### src/rtl/rsb_pkg.sv
package rsb_pkg;

    // Width of a slot index for a store of the given depth.
    function automatic int unsigned idx_width(int unsigned depth);
        return (depth <= 1) ? 1 : $clog2(depth);
    endfunction

    // Width of an occupancy count that must reach the depth itself.
    function automatic int unsigned cnt_width(int unsigned depth);
        return $clog2(depth + 1);
    endfunction

    // Operations that fire in one cycle, in their logical order.
    typedef struct packed {
        logic grant;
        logic deposit;
        logic drain;
    } rsb_ops_t;

endpackage

### src/rtl/rsb_ring_index.sv
module rsb_ring_index #(
    parameter int unsigned DEPTH = 16,
    localparam int unsigned IW = rsb_pkg::idx_width(DEPTH)
) (
    input  logic          clk,
    input  logic          rst_n,
    input  logic          adv,
    output logic [IW-1:0] idx_q
);
    typedef struct packed {
        logic [IW-1:0] idx;
    } ring_t;

    ring_t st_d, st_q;

    always_comb begin
        st_d = st_q;
        if (adv) begin
            if (st_q.idx == IW'(DEPTH - 1)) begin
                st_d.idx = '0;
            end else begin
                st_d.idx = st_q.idx + 1'b1;
            end
        end
    end

    always_ff @(posedge clk) begin
        if (!rst_n) begin
            st_q <= '0;
        end else begin
            st_q <= st_d;
        end
    end

    assign idx_q = st_q.idx;
endmodule

### src/rtl/rsb_occupancy.sv
module rsb_occupancy #(
    parameter int unsigned DEPTH = 16,
    localparam int unsigned CW = rsb_pkg::cnt_width(DEPTH)
) (
    input  logic          clk,
    input  logic          rst_n,
    input  logic          inc,
    input  logic          dec,
    output logic [CW-1:0] cnt_q,
    output logic          full,
    output logic          empty
);
    typedef struct packed {
        logic [CW-1:0] cnt;
    } occ_t;

    occ_t st_d, st_q;

    always_comb begin
        st_d = st_q;
        unique case ({inc, dec})
            2'b10:   st_d.cnt = st_q.cnt + 1'b1;
            2'b01:   st_d.cnt = st_q.cnt - 1'b1;
            default: st_d.cnt = st_q.cnt;
        endcase
    end

    always_ff @(posedge clk) begin
        if (!rst_n) begin
            st_q <= '0;
        end else begin
            st_q <= st_d;
        end
    end

    assign cnt_q = st_q.cnt;
    assign full  = (st_q.cnt == CW'(DEPTH));
    assign empty = (st_q.cnt == '0);
endmodule

### src/rtl/rsb_slot_store.sv
module rsb_slot_store #(
    parameter int unsigned DEPTH  = 16,
    parameter int unsigned DATA_W = 32,
    localparam int unsigned IW = rsb_pkg::idx_width(DEPTH)
) (
    input  logic              clk,
    input  logic              rst_n,
    input  rsb_pkg::rsb_ops_t ops,
    input  logic [IW-1:0]     clr_idx,
    input  logic [IW-1:0]     wr_idx,
    input  logic [DATA_W-1:0] wr_data,
    input  logic [IW-1:0]     rd_idx,
    output logic              head_vld,
    output logic [DATA_W-1:0] head_data
);
    // Full flag of each slot after grant and deposit, before drain.
    logic [DEPTH-1:0] mid_vld;
    logic [DEPTH-1:0] vld_d, vld_q;
    logic [DATA_W-1:0] dat_d [DEPTH];
    logic [DATA_W-1:0] dat_q [DEPTH];

    for (genvar i = 0; i < DEPTH; i++) begin : g_slot
        always_comb begin
            mid_vld[i] = vld_q[i];
            dat_d[i]   = dat_q[i];
            if (ops.grant && clr_idx == IW'(i)) begin
                mid_vld[i] = 1'b0;
            end
            if (ops.deposit && wr_idx == IW'(i)) begin
                mid_vld[i] = 1'b1;
                dat_d[i]   = wr_data;
            end
            vld_d[i] = mid_vld[i];
            if (ops.drain && rd_idx == IW'(i)) begin
                vld_d[i] = 1'b0;
            end
        end

        always_ff @(posedge clk) begin
            if (!rst_n) begin
                vld_q[i] <= 1'b0;
                dat_q[i] <= '0;
            end else begin
                vld_q[i] <= vld_d[i];
                dat_q[i] <= dat_d[i];
            end
        end
    end

    assign head_vld  = mid_vld[rd_idx];
    assign head_data = dat_d[rd_idx];
endmodule

### src/rtl/reorder_slot_buffer.sv
module reorder_slot_buffer #(
    parameter int unsigned DEPTH  = 16,
    parameter int unsigned DATA_W = 32,
    localparam int unsigned IDX_W = rsb_pkg::idx_width(DEPTH),
    localparam int unsigned CW    = rsb_pkg::cnt_width(DEPTH)
) (
    input  logic              clk,
    input  logic              rst_n,
    input  logic              tok_take,
    output logic              tok_avail,
    output logic [IDX_W-1:0]  tok_idx,
    input  logic              put_en,
    input  logic [IDX_W-1:0]  put_idx,
    input  logic [DATA_W-1:0] put_data,
    input  logic              res_take,
    output logic              res_avail,
    output logic [DATA_W-1:0] res_data
);
    rsb_pkg::rsb_ops_t ops;
    logic [IDX_W-1:0]  ins_idx_q, rem_idx_q;
    logic [CW-1:0]     cnt_q;
    logic              full, empty;
    logic              head_vld;
    logic [DATA_W-1:0] head_data;

    // Grant first, then deposit, then drain.
    always_comb begin
        ops.grant   = tok_take && !full;
        ops.deposit = put_en;
        ops.drain   = res_take && res_avail;
    end

    assign tok_avail = !full;
    assign tok_idx   = ins_idx_q;
    assign res_avail = (!empty || ops.grant) && head_vld;
    assign res_data  = head_data;

    rsb_ring_index #(.DEPTH(DEPTH)) u_ins (
        .clk(clk), .rst_n(rst_n), .adv(ops.grant), .idx_q(ins_idx_q)
    );

    rsb_ring_index #(.DEPTH(DEPTH)) u_rem (
        .clk(clk), .rst_n(rst_n), .adv(ops.drain), .idx_q(rem_idx_q)
    );

    rsb_occupancy #(.DEPTH(DEPTH)) u_occ (
        .clk(clk), .rst_n(rst_n), .inc(ops.grant), .dec(ops.drain),
        .cnt_q(cnt_q), .full(full), .empty(empty)
    );

    rsb_slot_store #(.DEPTH(DEPTH), .DATA_W(DATA_W)) u_store (
        .clk(clk), .rst_n(rst_n), .ops(ops),
        .clr_idx(ins_idx_q), .wr_idx(put_idx), .wr_data(put_data),
        .rd_idx(rem_idx_q), .head_vld(head_vld), .head_data(head_data)
    );
endmodule

### config.mk
export PLATFORM = sky130hd
export DESIGN_NAME = reorder_slot_buffer
export DESIGN_NICKNAME = d
export VERILOG_FILES = /design/src/rtl/rsb_pkg.sv /design/src/rtl/rsb_ring_index.sv /design/src/rtl/rsb_occupancy.sv /design/src/rtl/rsb_slot_store.sv /design/src/rtl/reorder_slot_buffer.sv
export SDC_FILE = /design/constraint.sdc
export NUM_CORES = 1
export LEC_CHECK = 0
export CORE_AREA = 2 2 179 251
export DETAILED_ROUTE_END_ITERATION = 10
export DIE_AREA = 0 0 181 253
export DONT_BUFFER_PORTS = 1
export PLACE_DENSITY_LB_ADDON = 0.2
export SLEW_MARGIN = 5
export SYNTH_ARGS = -nofsm -noshare
export SYNTH_HDL_FRONTEND = slang
export SYNTH_SLANG_ARGS = --single-unit
### constraint.sdc
create_clock -name clk -period 5 [get_ports clk]
set_input_delay 1 -clock clk [delete_from_list [all_inputs] [get_ports clk]]
set_output_delay 1 -clock clk [all_outputs]
set_load 0.02 [all_outputs]
# After elaboration in Yosys (flattened, before gate mapping)
# Memory sizes are Yosys's and may differ from the RTL's.
# Index checks and enable logic that the tools add are counted.
# W data, S select, Z words.
classes:
  eq_ne: 48
  n_reduce_logical: 75
  n_lt_le_gt_ge: 2
  bitwise: 18
  mux: 74
  addsub: 4
ops:
  columns: ["op", "count"]
  rows:
  - ["$mux W32", 34]
  - ["$bmux W32 S4", 1]
  - ["$eq A4 B4 Y1 const B", 24]
  - ["$logic_and A1 B1 Y1", 51]
  - ["$eq A4 B3 Y1 const B", 12]
  - ["$mux W1", 35]
  - ["$reduce_or A2 Y1", 16]
  - ["$eq A4 B2 Y1 const B", 6]
  - ["$or A1 B1 Y1", 16]
  - ["$eq A4 B1 Y1 const B", 3]
  - ["$logic_not A4 Y1", 3]
  - ["$pmux W5 S2", 1]
  - ["$add A4 B1 Y4 const B", 2]
  - ["$mux W4", 2]
  - ["$add A5 B1 Y5 const B", 1]
  - ["$eq A5 B5 Y1 const B", 1]
  - ["$ge A5 B5 Y1 const B", 1]
  - ["$logic_not A5 Y1", 1]
  - ["$lt A4 B5 Y1 const B", 1]
  - ["$not A4 Y5", 1]
  - ["$sub A5 B1 Y5 const B", 1]
  - ["$bmux W1 S4", 1]
  - ["$eq A2 B1 Y1 const B", 1]
  - ["$eq A2 B2 Y1 const B", 1]
  - ["4 further kinds", 5]
totals:
  input_bits: 41
  output_inout_bits: 38
  mem_count: 1
  wordCells: 241
  register_bits: 29
  mem_bits_rw: 512
mem_list:
  columns: ["memory", "words", "word_bits", "read_ports", "rd_clocked_by_memory_dff", "write_ports", "line_no", "text"]
  rows:
  - ["u_store.dat_q", 16, 32, 16, 0, 16, "rsb_slot_store.sv:20", "logic [DATA_W-1:0] dat_q [DEPTH];"]

# Longest topological paths before layout
depth:
  word_depth: 12
  depth_mapped: 18
  ltp_nobuf: 17

# Cells and area by module
# From an unflattened synthesis, not the netlist that was laid out.
hier_totals:
  cells_unflattened: 3692
  hier_area_um2: 28531.1
by_module_without_submodules:
  columns: ["mod", "area_each_um2", "cells_each", "instances"]
  rows:
  - ["rsb_slot_store", 27691.6, 3596, 1]
  - ["rsb_occupancy", 414.1, 50, 1]
  - ["rsb_ring_index", 190.2, 20, 2]
  - ["reorder_slot_buffer", 45.0, 6, 1]

# Worst setup path before layout
# OpenSTA, ideal clock, no wires.
synth_timing:
  path_type: "input to register"
  startpoint: "input port put_idx[3]"
  endpoint: "register u_occ.st_q, in the netlist u_occ.cnt_q[4]"
  setup_time_ns: 0.071
  path_stages: 17
  arrival_time_ns: 4.538
  path_buffers: 2
  slack_ns: 0.392
  required_ns: 4.929
  path_cell_list: "nand3b_1 > or3_1 > clkbuf_1 > and3_1 > a22oi_1 > or4b_4 > a211oi_4 > buf_6 > ha_1 > inv_1 > fa_1 > inv_1 > a21o_1 > a21oi_1 > xnor2_1 > or3_1 > a21oi_1"
synth_via:
  elab_chain_len: 9
  elab_cells_between_ends: 56
  classes_between: "eq/ne: 17; mux: 19; reduce/logical: 20"
synth_lines:
  columns: ["item", "line_no", "text"]
  rows:
  - ["from (decl)", "reorder_slot_buffer.sv:13", "input logic [IDX_W-1:0] put_idx,"]
  - ["$eq A4 B1 Y1, or another cell as far along", "rsb_slot_store.sv:29", "if (ops.deposit && wr_idx == IW'(i)) begin"]
  - ["$logic_and A1 B1 Y1", "rsb_slot_store.sv:29", null]
  - ["$mux W1", "rsb_slot_store.sv:29", null]
  - ["$bmux W1 S4 *", "rsb_slot_store.sv:50", "assign head_vld = mid_vld[rd_idx];"]
  - ["$mux W1 (not written as such) *", "rsb_slot_store.sv:50", null]
  - ["$logic_and A1 B1 Y1 *", "reorder_slot_buffer.sv:35", "assign res_avail = (!empty || ops.grant) && head_vld;"]
  - ["$logic_and A1 B1 Y1 *", "reorder_slot_buffer.sv:30", "ops.drain = res_take && res_avail;"]
  - ["via u_occ.dec", "rsb_occupancy.sv:8", "input logic dec,"]
  - ["$eq A2 B1 Y1 or $eq A2 B2 Y1 (tied branches)", "rsb_occupancy.sv:21", "unique case ({inc, dec})"]
  - ["$pmux W5 S2 or $reduce_bool A2 Y1 (tied branches)", null, null]
  - ["to (signal assigned)", "rsb_occupancy.sv:32", "st_q <= st_d;"]
  - ["to (decl)", "rsb_occupancy.sv:17", "occ_t st_d, st_q;"]
# The timed path passes the listed nets; every way through them passes the cells marked *. The select of a mux whose other input is x is not followed.
# A chain may end at the register's enable or synchronous reset.

# Final worst setup path
layout_timing:
  startpoint: "register u_occ.st_q, in the netlist u_occ.cnt_q[0]"
  endpoint: "output port res_avail"
layout_via:
  elab_chain_len: 9
  elab_cells_between_ends: 57
  classes_between: "eq/ne: 1; mux: 34; reduce/logical: 22"
layout_lines:
  columns: ["item", "line_no", "text"]
  rows:
  - ["$eq A5 B5 Y1", "rsb_occupancy.sv:37", "assign full = (st_q.cnt == CW'(DEPTH));"]
  - ["$logic_not A1 Y1", "reorder_slot_buffer.sv:28", "ops.grant = tok_take && !full;"]
  - ["$logic_and A1 B1 Y1", "reorder_slot_buffer.sv:28", null]
  - ["$logic_and A1 B1 Y1", "rsb_slot_store.sv:26", "if (ops.grant && clr_idx == IW'(i)) begin"]
  - ["$mux W1", "rsb_slot_store.sv:26", null]
  - ["$mux W1", "rsb_slot_store.sv:29", null]
  - ["$bmux W1 S4", "rsb_slot_store.sv:50", null]
  - ["$mux W1 (not written as such)", "rsb_slot_store.sv:50", null]
  - ["$logic_and A1 B1 Y1 *", "reorder_slot_buffer.sv:35", null]
  - ["to (decl)", "reorder_slot_buffer.sv:16", "output logic res_avail,"]
# Every way passes the cells marked *; elsewhere a longest branch is shown, timed or not. The select of a mux whose other input is x is not followed.

==> results.yml <==
status:
  status: "finished, final reports clean"
critical_path:
  start_kind: "register"
  crit_fanout: 10
  crit_arrival_ps: 3600
  worst-setup-path-type: "reg2out"
  cp.required_ps: 4000
  endpoint_kind: "output port"
drt:
  ant_nets: 0
  viasPerCell: 5.954
  drc: 0
  wl_per_cell_um: 21.36
  vias: 15860
  drt_iter0_markers: 1133
  dr.pass1.iters: 5
  wirelength_um: 56910
synthesis:
  synthArstFlopShare: 0
  synth_xor_area_frac: 0.001845
  synth-main-ff-cell: "dfxtp_1"
  ys_ff_latch: 541
  netlist_area_um2: 23730
  yosysWarnings: 0
  synth-compound-area-share: 0.02562
  synth_top_area_frac: 0.4564
  synthMuxAreaShare: 0.3691
  yosysTopAreaCell: "dfxtp_1"
  yosysMostFrequentCell: "dfxtp_1"
  synth_common_cells: "dfxtp_1, nor2_1, mux2i_1, mux4_2, clkbuf_1"
  synth_nets: 2206
  synthAdderAreaFrac: 0.007171
  synth_cell_types: 60
  synth-simple-area-share: 0.09992
  synth_top_family_by_area: "multiplexers"
  yosysSeqAreaShare: 0.4564
  synthTopCellsByArea: "dfxtp_1, mux2i_1, mux4_2"
  synth_edf_count: 0
  synth.avg_cell_area_um2: 11.03
  synthCells: 2152
place:
  hpwl_um: 32800
  io_buffers: 0
  dp_slack_ps: 472.7
  gp_congestion: 0.8725
hold_path:
  hp-class: "reg2reg"
timing:
  rsz0062_at_grt: "no"
  worst_slack_ps: 398.7
  worst_pin_slew_ps: 1113
  fin_crit_ps: 4601
  tns_ps: 0
  finalSetupViolCount: 0
  skew_ps: 8.732
  fmax_ghz: 0.2173
  post-route-period-util: 0.9203
  maxSlewHeadroom: 0.2482
  slew_violations: 0
  hold_violations: 0
clock_tree:
  htree_num_levels: 2
  cts_resized: 0
  cts_buffer_depth: 3
  postCtsHoldBufs: 0
  cts_sinks: 541
  root_buffer: "clkbuf_16"
  clk_latency_ps: 570
  cts_post_setup_buffers_inserted: 0
  numCtsBuffers: 51
  cts_tree: "yes"
  clk_pin_slew_ps: 60
grt:
  grt.overflow.total: 0
  grt_pass1_wl_um: 89200
  grt_usage: 0.2479
  grt_start_max_net_pins: 166
  antenna_found_initial: 0
  grt_pass1_vias: 15680
power_and_ir_drop:
  power_frac_seq: 0.496
  p_sw_frac: 0.2138
  clockPowerShare: 0.459
  p_sw_mw: 1.891
  combPwrFrac: 0.045
  pwr_density_cell_nw_per_um2: 339.7
  peakVddDrop_uv: 263.7
  p_int_mw: 6.956
  power.leakage_nw: 10.28
final_layout:
  nNetsFinal: 2124
  area_growth_pct: 9.733
  antenna_cells: 0
  seq_area_um2: 10840
  drive_above_1_share: 0.1538
  multi_input_area_um2: 12040
  nFillCells: 3694
die:
  ios: 79
  die_w_um: 181
  rows: 91
  fp.dieH_um: 253
  initial_core_util: 0.5428
  fp.coreArea_um2: 43720
  fp.dieArea_um2: 45790
job:
  cap_violations: 0
==> power by group through the flow <==
stage	sequential [mW]	clock, mW	combinational, mW
3_3_place_gp	4.48	0	0.387
2_1_floorplan	4.48	0	0.338
4_1_cts	4.39	4.14	0.399
6_report	4.39	4.06	0.399
3_5_place_dp	4.49	0	0.398
5_1_grt	4.39	4.31	0.430
==> stage by stage <==
step / util / instances / cell area, um2 / hold WS (ps) / power [mW]
after global routing: 0.5956 / 2664 / 26040 / 500.6 / 9.131
after floorplan: - / 2152 / 23730 / 451.0 / 4.818
after detailed placement: 0.5554 / 2575 / 24280 / 472.4 / 4.883
final: 0.5956 / 2664 / 26040 / 480.6 / 8.847
after CTS: 0.5956 / 2664 / 26040 / 486.8 / 8.924
after global placement: 0.5554 / 2575 / 24280 / 462.4 / 4.870
==> placed cells by master, fill, tap and decap left out, drive strengths merged, types with 5 or more instances in the layout <==
| cell | netlist | layout |
|---|---|---|
| a21oi | 17 | 17 |
| a31oi | 9 | 9 |
| buf | 58 | 56 |
| bufinv | 0 | 7 |
| clkbuf | 133 | 73 |
| clkinv | 1 | 8 |
| dfxtp | 541 | 541 |
| ha | 12 | 12 |
| inv | 46 | 46 |
| mux2i | 515 | 515 |
| mux4 | 160 | 160 |
| nand2 | 24 | 24 |
| nand2b | 5 | 5 |
| nand3 | 7 | 7 |
| nor2 | 535 | 535 |
| nor2b | 6 | 6 |
| o21ai | 14 | 14 |
| o31a | 5 | 5 |
==> worst paths after layout <==
| kind | from | endpoint | slack, ps | cells past startpoint |
|---|---|---|---|---|
| worst max register to register | u_ins.idx_q[0] | u_occ.cnt_q[4] | 870 | 16 |
| worst max-delay path | u_occ.cnt_q[0] | res_avail | 400 | 8 |
| worst min-delay path | u_store.dat_q[0][243] | u_store.dat_q[0][243] | 480 | 2 |
| worst min register to register | u_store.dat_q[0][243] | u_store.dat_q[0][243] | 480 | 2 |
==> layout make-up <==
type / instances / area share
inverters: 47 / 0.007207
repair buffers: 56 / 0.01999
well taps: 558 / 0.02681
clock inverters: 16 / 0.01014
multi-input cells: 1373 / 0.4623
flip-flops and latches: 541 / 0.4162
clock buffers: 73 / 0.05732
==> layer usage <==
layer / up-vias / track usage / share of wire / routed length [um]
met1: 8035 / 0.3281 / 0.44 / 24870
met3: 113 / 0.03739 / 0.049 / 2782
met4: 0 / 0.07991 / 0.029 / 1640
met2: 381 / 0.4196 / 0.49 / 27620
met5: - / 0 / 0 / 0
li1: 7332 / - / - / -
==> sequential cells by signal, indices dropped and copies added (netlist names) <==
register       cells
u_ins.idx_q        4
u_occ.cnt_q        5
u_store.dat_q    512
u_store.vld_q     16
u_rem.idx_q        4
==> critical path: stages, from the launching register on <==
cell     delay, ps
dfxtp_1        350
or4_4          600
nor2_4         270
o41ai_1        160
a32oi_1        370
o41ai_1        240
or4b_2         670
a21oi_1        190
buf_4          180
==> cell families (layout without fill, tap and decap cells) <==
group                      after synthesis  count (layout)
and+or+nand+nor                        599             599
buffers and inverters                  238             192
DFF                                    541             541
xor gates and xnor gates                 5               5
muxes                                  675             675
AOI/OAI and AO/OA                       81              81
adders and majority gates               13              13
(Power assumes the default switching activity.)
